==> config.mk <==
export PLATFORM = sky130hd
export DESIGN_NAME = irq_prio_gate
export DESIGN_NICKNAME = d
export VERILOG_FILES = /design/src/rtl/irq_pkg.sv /design/src/rtl/irq_cfg_regs.sv /design/src/rtl/irq_thresh.sv /design/src/rtl/irq_prio_scan.sv /design/src/rtl/irq_prio_gate.sv
export SDC_FILE = /design/constraint.sdc
export NUM_CORES = 1
export LEC_CHECK = 0
export BUFFER_PORTS_ARGS = -buffer_cell sky130_fd_sc_hd__buf_2
export CORE_MARGIN = 2
export CORE_UTILIZATION = 42
export DETAILED_ROUTE_END_ITERATION = 6
export PLACE_DENSITY = 0.67
export REMOVE_ABC_BUFFERS = 1
export SETUP_SLACK_MARGIN = 0.3
export SLEW_MARGIN = 20
export SYNTH_ARGS = -nofsm -noshare
export SYNTH_HDL_FRONTEND = slang
export SYNTH_SLANG_ARGS = --single-unit
==> constraint.sdc <==
create_clock -name clk -period 173.5 [get_ports clk]
set_input_delay 8.675 -clock clk [delete_from_list [all_inputs] [get_ports clk]]
set_output_delay 8.675 -clock clk [all_outputs]
set_load 0.005 [all_outputs]
==> src/rtl/irq_pkg.sv <==
package irq_pkg;
    typedef enum logic {
        ST_QUIET  = 1'b0,
        ST_SIGNAL = 1'b1
    } irq_state_e;

    localparam logic [1:0] SEL_CTRL = 2'd0;
    localparam logic [1:0] SEL_MASK = 2'd1;
    localparam logic [1:0] SEL_BP   = 2'd2;
endpackage

==> src/rtl/irq_cfg_regs.sv <==
module irq_cfg_regs #(
    parameter int PW     = 8,
    parameter int BP_MIN = 2
) (
    input  logic          clk,
    input  logic          rst_n,
    input  logic          we,
    input  logic [1:0]    sel,
    input  logic [PW-1:0] wdata,
    output logic [PW-1:0] rdata,
    output logic          dist_en,
    output logic          cpu_en,
    output logic [PW-1:0] pmask,
    output logic [2:0]    bp
);
    import irq_pkg::*;

    localparam logic [2:0] BP_FLOOR = 3'(BP_MIN);

    logic [2:0] bp_in;

    always_comb begin
        bp_in = wdata[2:0];
        if (bp_in < BP_FLOOR) bp_in = BP_FLOOR;
    end

    always_ff @(posedge clk) begin
        if (!rst_n) begin
            dist_en <= 1'b0;
            cpu_en  <= 1'b0;
            pmask   <= '1;
            bp      <= BP_FLOOR;
        end else if (we) begin
            unique case (sel)
                SEL_CTRL: begin
                    dist_en <= wdata[0];
                    cpu_en  <= wdata[1];
                end
                SEL_MASK: pmask <= wdata;
                SEL_BP:   bp    <= bp_in;
                default:  ;
            endcase
        end
    end

    always_comb begin
        rdata = '0;
        unique case (sel)
            SEL_CTRL: rdata = PW'({cpu_en, dist_en});
            SEL_MASK: rdata = pmask;
            SEL_BP:   rdata = PW'(bp);
            default:  rdata = '0;
        endcase
    end

    assert_bp_floor_R2: assert property (@(posedge clk) disable iff (!rst_n)
        bp >= BP_FLOOR);

    assert_bp_write_R2: assert property (@(posedge clk) disable iff (!rst_n)
        (we && sel == SEL_BP && wdata[2:0] >= BP_FLOOR) |=> bp == $past(wdata[2:0]));
endmodule

==> src/rtl/irq_thresh.sv <==
module irq_thresh #(
    parameter int PW = 8
) (
    input  logic [PW-1:0] pmask,
    input  logic [2:0]    bp,
    output logic [PW-1:0] thresh
);
    logic [PW-1:0] keep;

    for (genvar b = 0; b < PW; b++) begin : g_keep
        assign keep[b] = (b > int'(bp));
    end

    assign thresh = pmask & keep;
endmodule

==> src/rtl/irq_prio_scan.sv <==
module irq_prio_scan #(
    parameter int N  = 32,
    parameter int PW = 8,
    parameter int IW = 10
) (
    input  logic [N-1:0]    pend,
    input  logic [N-1:0]    en,
    input  logic [N-1:0]    act,
    input  logic [N*PW-1:0] prio,
    input  logic [PW-1:0]   thresh,
    output logic            found,
    output logic [IW-1:0]   win_id,
    output logic            win_act,
    output logic [PW-1:0]   win_prio
);
    logic [PW-1:0] prio_a [N];

    for (genvar i = 0; i < N; i++) begin : g_split
        assign prio_a[i] = prio[i*PW +: PW];
    end

    always_comb begin
        found    = 1'b0;
        win_id   = '0;
        win_act  = 1'b0;
        win_prio = thresh;
        for (int i = 0; i < N; i++) begin
            if (pend[i] && en[i] && (prio_a[i] < win_prio)) begin
                found    = 1'b1;
                win_prio = prio_a[i];
                win_id   = IW'(i);
                win_act  = act[i];
            end
        end
    end
endmodule

==> src/rtl/irq_prio_gate.sv <==
module irq_prio_gate #(
    parameter int NUM_SRC  = 32,
    parameter int PW       = 8,
    parameter int IW       = 10,
    parameter int SPURIOUS = 1023,
    parameter int BP_MIN   = 2
) (
    input  logic                  clk,
    input  logic                  rst_n,
    input  logic                  cfg_we,
    input  logic [1:0]            cfg_sel,
    input  logic [PW-1:0]         cfg_wdata,
    output logic [PW-1:0]         cfg_rdata,
    input  logic [NUM_SRC-1:0]    src_pend,
    input  logic [NUM_SRC-1:0]    src_en,
    input  logic [NUM_SRC-1:0]    src_act,
    input  logic [NUM_SRC*PW-1:0] src_prio,
    output logic                  irq_req,
    output logic [IW-1:0]         irq_id
);
    import irq_pkg::*;

    localparam logic [IW-1:0] SPUR_ID = IW'(SPURIOUS);

    logic          dist_en, cpu_en;
    logic [PW-1:0] pmask, thresh, win_prio;
    logic [2:0]    bp;
    logic          found, win_act, raise;
    logic [IW-1:0] win_id;
    irq_state_e    state_q, state_d;

    irq_cfg_regs #(.PW(PW), .BP_MIN(BP_MIN)) u_regs (
        .clk(clk), .rst_n(rst_n), .we(cfg_we), .sel(cfg_sel),
        .wdata(cfg_wdata), .rdata(cfg_rdata),
        .dist_en(dist_en), .cpu_en(cpu_en), .pmask(pmask), .bp(bp)
    );

    irq_thresh #(.PW(PW)) u_thresh (
        .pmask(pmask), .bp(bp), .thresh(thresh)
    );

    irq_prio_scan #(.N(NUM_SRC), .PW(PW), .IW(IW)) u_scan (
        .pend(src_pend), .en(src_en), .act(src_act), .prio(src_prio),
        .thresh(thresh), .found(found), .win_id(win_id),
        .win_act(win_act), .win_prio(win_prio)
    );

    assign raise = found && dist_en && cpu_en && !win_act;

    always_comb begin
        state_d = state_q;
        unique case (state_q)
            ST_QUIET:  if (raise)  state_d = ST_SIGNAL;
            ST_SIGNAL: if (!raise) state_d = ST_QUIET;
            default:   state_d = ST_QUIET;
        endcase
    end

    always_ff @(posedge clk) begin
        if (!rst_n) state_q <= ST_QUIET;
        else        state_q <= state_d;
    end

    always_ff @(posedge clk) begin
        if (!rst_n) irq_id <= SPUR_ID;
        else        irq_id <= found ? win_id : SPUR_ID;
    end

    assign irq_req = (state_q == ST_SIGNAL);

    assert_spurious_quiet_R6: assert property (@(posedge clk) disable iff (!rst_n)
        (irq_id == SPUR_ID) |-> !irq_req);

    assert_req_needs_enables_R7: assert property (@(posedge clk) disable iff (!rst_n)
        $rose(irq_req) |-> $past(dist_en && cpu_en));

    assert_active_blocks_R8: assert property (@(posedge clk) disable iff (!rst_n)
        (found && win_act) |=> !irq_req);

    assert_below_thresh_R4: assert property (@(posedge clk) disable iff (!rst_n)
        found |-> (win_prio < thresh));
endmodule

==> flow_summary.html <==
<table>
<tr><th>Metric</th><th>Value</th></tr>
<tr><th colspan="2">Floorplan</th></tr>
<tr><td>Number of rows created at floorplan</td><td>64</td></tr>
<tr><td>Horizontal die dimension</td><td>180 um</td></tr>
<tr><td>Die ar.</td><td>32200 sq um</td></tr>
<tr><td>Core Box Area</td><td>30400 sq um</td></tr>
<tr><td>Vertical extent of the die</td><td>180 um</td></tr>
<tr><td>Starting density of the core</td><td>42.5%</td></tr>
<tr><td>IO Pins</td><td>384</td></tr>
<tr><th colspan="2">Global routing</th></tr>
<tr><td>Vias in the first global route</td><td>14898</td></tr>
<tr><td>Antenna violations before repair</td><td>6</td></tr>
<tr><td>GRT Residual Overflow</td><td>0</td></tr>
<tr><td>Total routing resource utilization after global routing</td><td>25.8%</td></tr>
<tr><td>Pin count of the biggest net entering global routing</td><td>22</td></tr>
<tr><td>First-pass GRT wire length</td><td>71400 um</td></tr>
<tr><th colspan="2">Synth</th></tr>
<tr><td>Synthesized area</td><td>12900 sq um</td></tr>
<tr><td>Warnings from Yosys</td><td>0</td></tr>
<tr><td>Cell accounting for the most synthesized area</td><td>sky130_fd_sc_hd__ha_1</td></tr>
<tr><td>Mean instance size in the synthesized netlist</td><td>6.90 sq um</td></tr>
<tr><td>Post-synthesis simple-gate area fraction</td><td>27.3%</td></tr>
<tr><td>Number of instances in the synthesized netlist</td><td>1874</td></tr>
<tr><td>Post-synthesis share of cell area spent on full adders, half adders and majority gates</td><td>17.6%</td></tr>
<tr><td>Compound-cell area share of the yosys netlist</td><td>34.8%</td></tr>
<tr><td>Synthesized-area fraction occupied by xor and xnor cells</td><td>1.08%</td></tr>
<tr><td>Post-synth top flop</td><td>sky130_fd_sc_hd__dfxtp_1</td></tr>
<tr><td>Largest family of logic cells by synthesized area</td><td>compound AO/OA/AOI/OAI gates</td></tr>
<tr><td>Post-synthesis register bit count</td><td>20</td></tr>
<tr><td>Fraction of registers with async set/reset</td><td>0%</td></tr>
<tr><td>Biggest area contributors in the synthesized netlist</td><td>sky130_fd_sc_hd__ha_1, sky130_fd_sc_hd__nand2_1, sky130_fd_sc_hd__a21oi_1, sky130_fd_sc_hd__o21ai_0, sky130_fd_sc_hd__mux2i_1</td></tr>
<tr><td>Proportion of synthesized chip area in sequential cells</td><td>3.10%</td></tr>
<tr><td>Mux cell area share after synthesis</td><td>8.78%</td></tr>
<tr><td>Distinct cell type count after synthesis</td><td>120</td></tr>
<tr><td>Proportion of netlist area held by the largest area contributor</td><td>16.1%</td></tr>
<tr><td>EDFF count, synth</td><td>0</td></tr>
<tr><th colspan="2">STA</th></tr>
<tr><td>RSZ-0062 raised after global routing</td><td>false</td></tr>
<tr><td>Pin slew with the least headroom to its limit</td><td>1.04 ns</td></tr>
<tr><td>Final count of hold timing violations</td><td>0</td></tr>
<tr><td>Worst clock skew on the final layout</td><td>0.00616 ns</td></tr>
<tr><td>Final number of setup-violating endpoints</td><td>0</td></tr>
<tr><td>Worst hold slack</td><td>0.474 ns</td></tr>
<tr><td>Total count of max-transition violations in the final report</td><td>0</td></tr>
<tr><td>Portion of the clock cycle consumed by the worst path in the final layout</td><td>43.7%</td></tr>
<tr><td>Worst slew margin relative to its limit</td><td>30.2%</td></tr>
<tr><td>Final critical path time including I/O delays and setup</td><td>75.81 ns</td></tr>
<tr><td>Final critical-path setup slack</td><td>97.69 ns</td></tr>
<tr><td>Setup_tns</td><td>0 ns</td></tr>
<tr><td>Max Freq</td><td>0.0132 GHz</td></tr>
<tr><th colspan="2">Clock tree</th></tr>
<tr><td>Bufs on Longest Clock Path</td><td>2</td></tr>
<tr><td>Number of levels the H-tree was split into</td><td>1</td></tr>
<tr><td>CTS tree</td><td>done</td></tr>
<tr><td>Sinks on the clock net</td><td>20</td></tr>
<tr><td>Hold buffer count at cts</td><td>0</td></tr>
<tr><td>Buffers inserted during post-CTS setup optimization</td><td>0</td></tr>
<tr><td>Cell at the root of the clock tree</td><td>sky130_fd_sc_hd__clkbuf_16</td></tr>
<tr><td>CTS-repair resized insts</td><td>0</td></tr>
<tr><td>CTS buffer count</td><td>3</td></tr>
<tr><td>Register clock-pin slew on the reported worst setup and hold paths</td><td>0.06 ns</td></tr>
<tr><td>Clock latency on the worst-skew pair</td><td>0.25 ns</td></tr>
<tr><th colspan="2">Power</th></tr>
<tr><td>Total power</td><td>345 uW</td></tr>
<tr><td>Share of power burned in combinational logic</td><td>96.5%</td></tr>
<tr><td>Cell-internal power</td><td>147 uW</td></tr>
<tr><td>Switching pwr</td><td>199 uW</td></tr>
<tr><td>Worst ir drop on vdd</td><td>13.4 uV</td></tr>
<tr><td>Cell area power density</td><td>22.7 nW/um^2</td></tr>
<tr><td>Part of the total power dissipated in sequential elements</td><td>1.6%</td></tr>
<tr><td>Leak pwr</td><td>0.00746 uW</td></tr>
<tr><td>Part of the power in the clock network</td><td>1.9%</td></tr>
<tr><td>Switching Share</td><td>57.6%</td></tr>
<tr><th colspan="2">Job</th></tr>
<tr><td>Number of max-cap violations</td><td>0</td></tr>
<tr><th colspan="2">Worst setup path</th></tr>
<tr><td>Length in cells of the worst reg-to-reg path</td><td>298</td></tr>
<tr><td>Top cell by count, worst path</td><td>sky130_fd_sc_hd__ha_1</td></tr>
<tr><td>Slack of the worst reg-to-reg path</td><td>105.52 ns</td></tr>
<tr><td>Element type at the critical path start</td><td>input pin</td></tr>
<tr><td>FF-to-FF Start</td><td>u_regs.bp[2]$_SDFFE_PN0P_</td></tr>
<tr><td>Kind of end point of the critical path</td><td>register</td></tr>
<tr><td>Critical Path AT</td><td>75.98 ns</td></tr>
<tr><td>Highest-delay cell along the critical path</td><td>sky130_fd_sc_hd__o211ai_1</td></tr>
<tr><td>Worst path max stage delay</td><td>0.82 ns</td></tr>
<tr><td>Path type of the worst setup path</td><td>input pin to register</td></tr>
<tr><td>Critical path fanouts, max</td><td>21</td></tr>
<tr><td>R2R Path End</td><td>irq_req$_SDFF_PN0_</td></tr>
<tr><td>Critical path required time</td><td>173.67 ns</td></tr>
<tr><th colspan="2">Route</th></tr>
<tr><td>First-pass detailed-route iteration total</td><td>5</td></tr>
<tr><td>Post-DR wirelength/cell</td><td>16.8 um</td></tr>
<tr><td>Detailed Route WL</td><td>43800 um</td></tr>
<tr><td>Initial DRC Count</td><td>993</td></tr>
<tr><td>Number of remaining DRC errors</td><td>0</td></tr>
<tr><td>Number of vias after detailed routing</td><td>15215</td></tr>
<tr><td>Via density per instance</td><td>5.84</td></tr>
<tr><td>ANT nets after route</td><td>0</td></tr>
<tr><th colspan="2">Placed design</th></tr>
<tr><td># port buffers</td><td>383</td></tr>
<tr><td>Placer Congestion</td><td>0.923</td></tr>
<tr><td>Worst setup slack before clock tree synthesis</td><td>97.85 ns</td></tr>
<tr><td>Post-DP HPWL</td><td>38400 um</td></tr>
<tr><th colspan="2">Worst hold path</th></tr>
<tr><td>Min-delay worst type</td><td>register to register</td></tr>
<tr><td>Number of instances on the worst hold path</td><td>2</td></tr>
<tr><td>Sink of the worst hold path</td><td>irq_req$_SDFF_PN0_</td></tr>
<tr><td>Hold path startpoint</td><td>u_regs.dist_en$_SDFFE_PN0P_</td></tr>
<tr><th colspan="2">Final layout</th></tr>
<tr><td>Most common cell after layout, fill and taps aside</td><td>sky130_fd_sc_hd__buf_2</td></tr>
<tr><td>Share of cells above drive strength 1</td><td>23.0%</td></tr>
<tr><td>Commonest non-fill, non-tap cells in the layout</td><td>sky130_fd_sc_hd__buf_2, sky130_fd_sc_hd__nand2_1, sky130_fd_sc_hd__inv_1, sky130_fd_sc_hd__ha_1, sky130_fd_sc_hd__a21oi_1</td></tr>
<tr><td>Final-stage net count</td><td>2738</td></tr>
<tr><td>Area added between synthesis and finish</td><td>17.4%</td></tr>
<tr><th colspan="2">Status</th></tr>
<tr><td>Status</td><td>complete, no violations</td></tr>
</table>
==> routing by layer <==
layer / vias to the layer above / GRT usage, % / share of wire (%)
met5: - / 0 / 0.071
met4: 4 / 4.65 / 1.3
met3: 52 / 2.96 / 5.2
met2: 434 / 47.2 / 49
met1: 7052 / 32.5 / 44
li1: 7673 / - / -
==> power groups by stage <==
stage          clock (uW)  combinational (uW)  sequential [uW]
2_1_floorplan           0                 253             5.67
3_3_place_gp            0                 320             5.68
3_5_place_dp            0                 329             5.67
4_1_cts              6.58                 332             5.60
5_1_grt              6.73                 378             5.64
6_report             6.43                 333             5.61
==> flip-flops by register name (all words and copies together), names as in the netlist <==
register	count
u_regs.dist_en	1
u_regs.cpu_en	1
irq_req	1
u_regs.pmask	8
irq_id	6
u_regs.bp	3
==> area by class of cell <==
class | instances | area (sq um)
well taps | 396 | 495
multi-input cells | 1622 | 11600
repair buffers | 387 | 1950
clock inverters | 1 | 30.0
inverters | 173 | 649
diodes | 4 | 10.0
fillers | 3098 | 15200
flip-flops and latches | 20 | 400
clock buffers | 3 | 75.1
==> cell families (layout without fill, tap and decap cells) <==
kind of cell	Yosys count	in the layout
simple gates	683	683
mux	107	107
fa+ha+maj	186	186
compound gates	630	630
buf+inv	232	564
xor+xnor	16	16
other cells	0	4
flops	20	20
==> metrics by stage <==
stage | cells | util (%) | instance area, sq um
2_1_floorplan | 1815 | - | 12600
3_5_place_dp | 2598 | 49.5 | 15100
4_1_cts | 2602 | 49.9 | 15200
5_1_grt | 2604 | 49.9 | 15200
3_3_place_gp | 2598 | 49.5 | 15100
6_report | 2606 | 49.9 | 15200
==> worst max path at each step <==
stage	from	end	depth (start not counted)
6_report	src_prio[5]	irq_req$_SDFF_PN0_	297
2_1_floorplan	src_prio[5]	irq_req$_SDFF_PN0_	288
3_5_place_dp	src_prio[5]	irq_id[1]$_SDFF_PP1_	298
5_1_grt	src_prio[5]	irq_id[1]$_SDFF_PP1_	304
4_1_cts	src_prio[5]	irq_id[1]$_SDFF_PP1_	298
3_3_place_gp	src_prio[5]	irq_id[1]$_SDFF_PP1_	296
==> synthesized netlist by cell type (all sizes together), types with 8 or more instances <==
master,n
o21a,15
xor2,8
o31a,12
a211o,17
o2111a,8
nand4,25
maj3,20
mux2i,67
and2,33
clkbuf,30
nand3,45
buf,29
mux2,40
nor4,14
or3,11
and4,26
nand2b,17
and3,17
nor2b,40
o31ai,14
a21oi,160
o211ai,21
a31o,10
nor2,149
xnor2,8
nand4b,11
o211a,10
a311oi,8
nand2,211
or2,15
nor3,31
a211oi,39
a2111oi,13
ha,166
a31oi,18
o21ai,164
inv,173
dfxtp,20
a21o,36
nor3b,14
==> worst max-delay path, delay by kind of cell <==
kind	cells	cell delay, ns
muxes	13	4.23
and+or+nand+nor	96	18.59
adders and majority gates	32	9.28
AOI/OAI and AO/OA	132	32.10
buffers and inverters	24	2.89
Note: power is estimated with default switching activity, not from simulation.
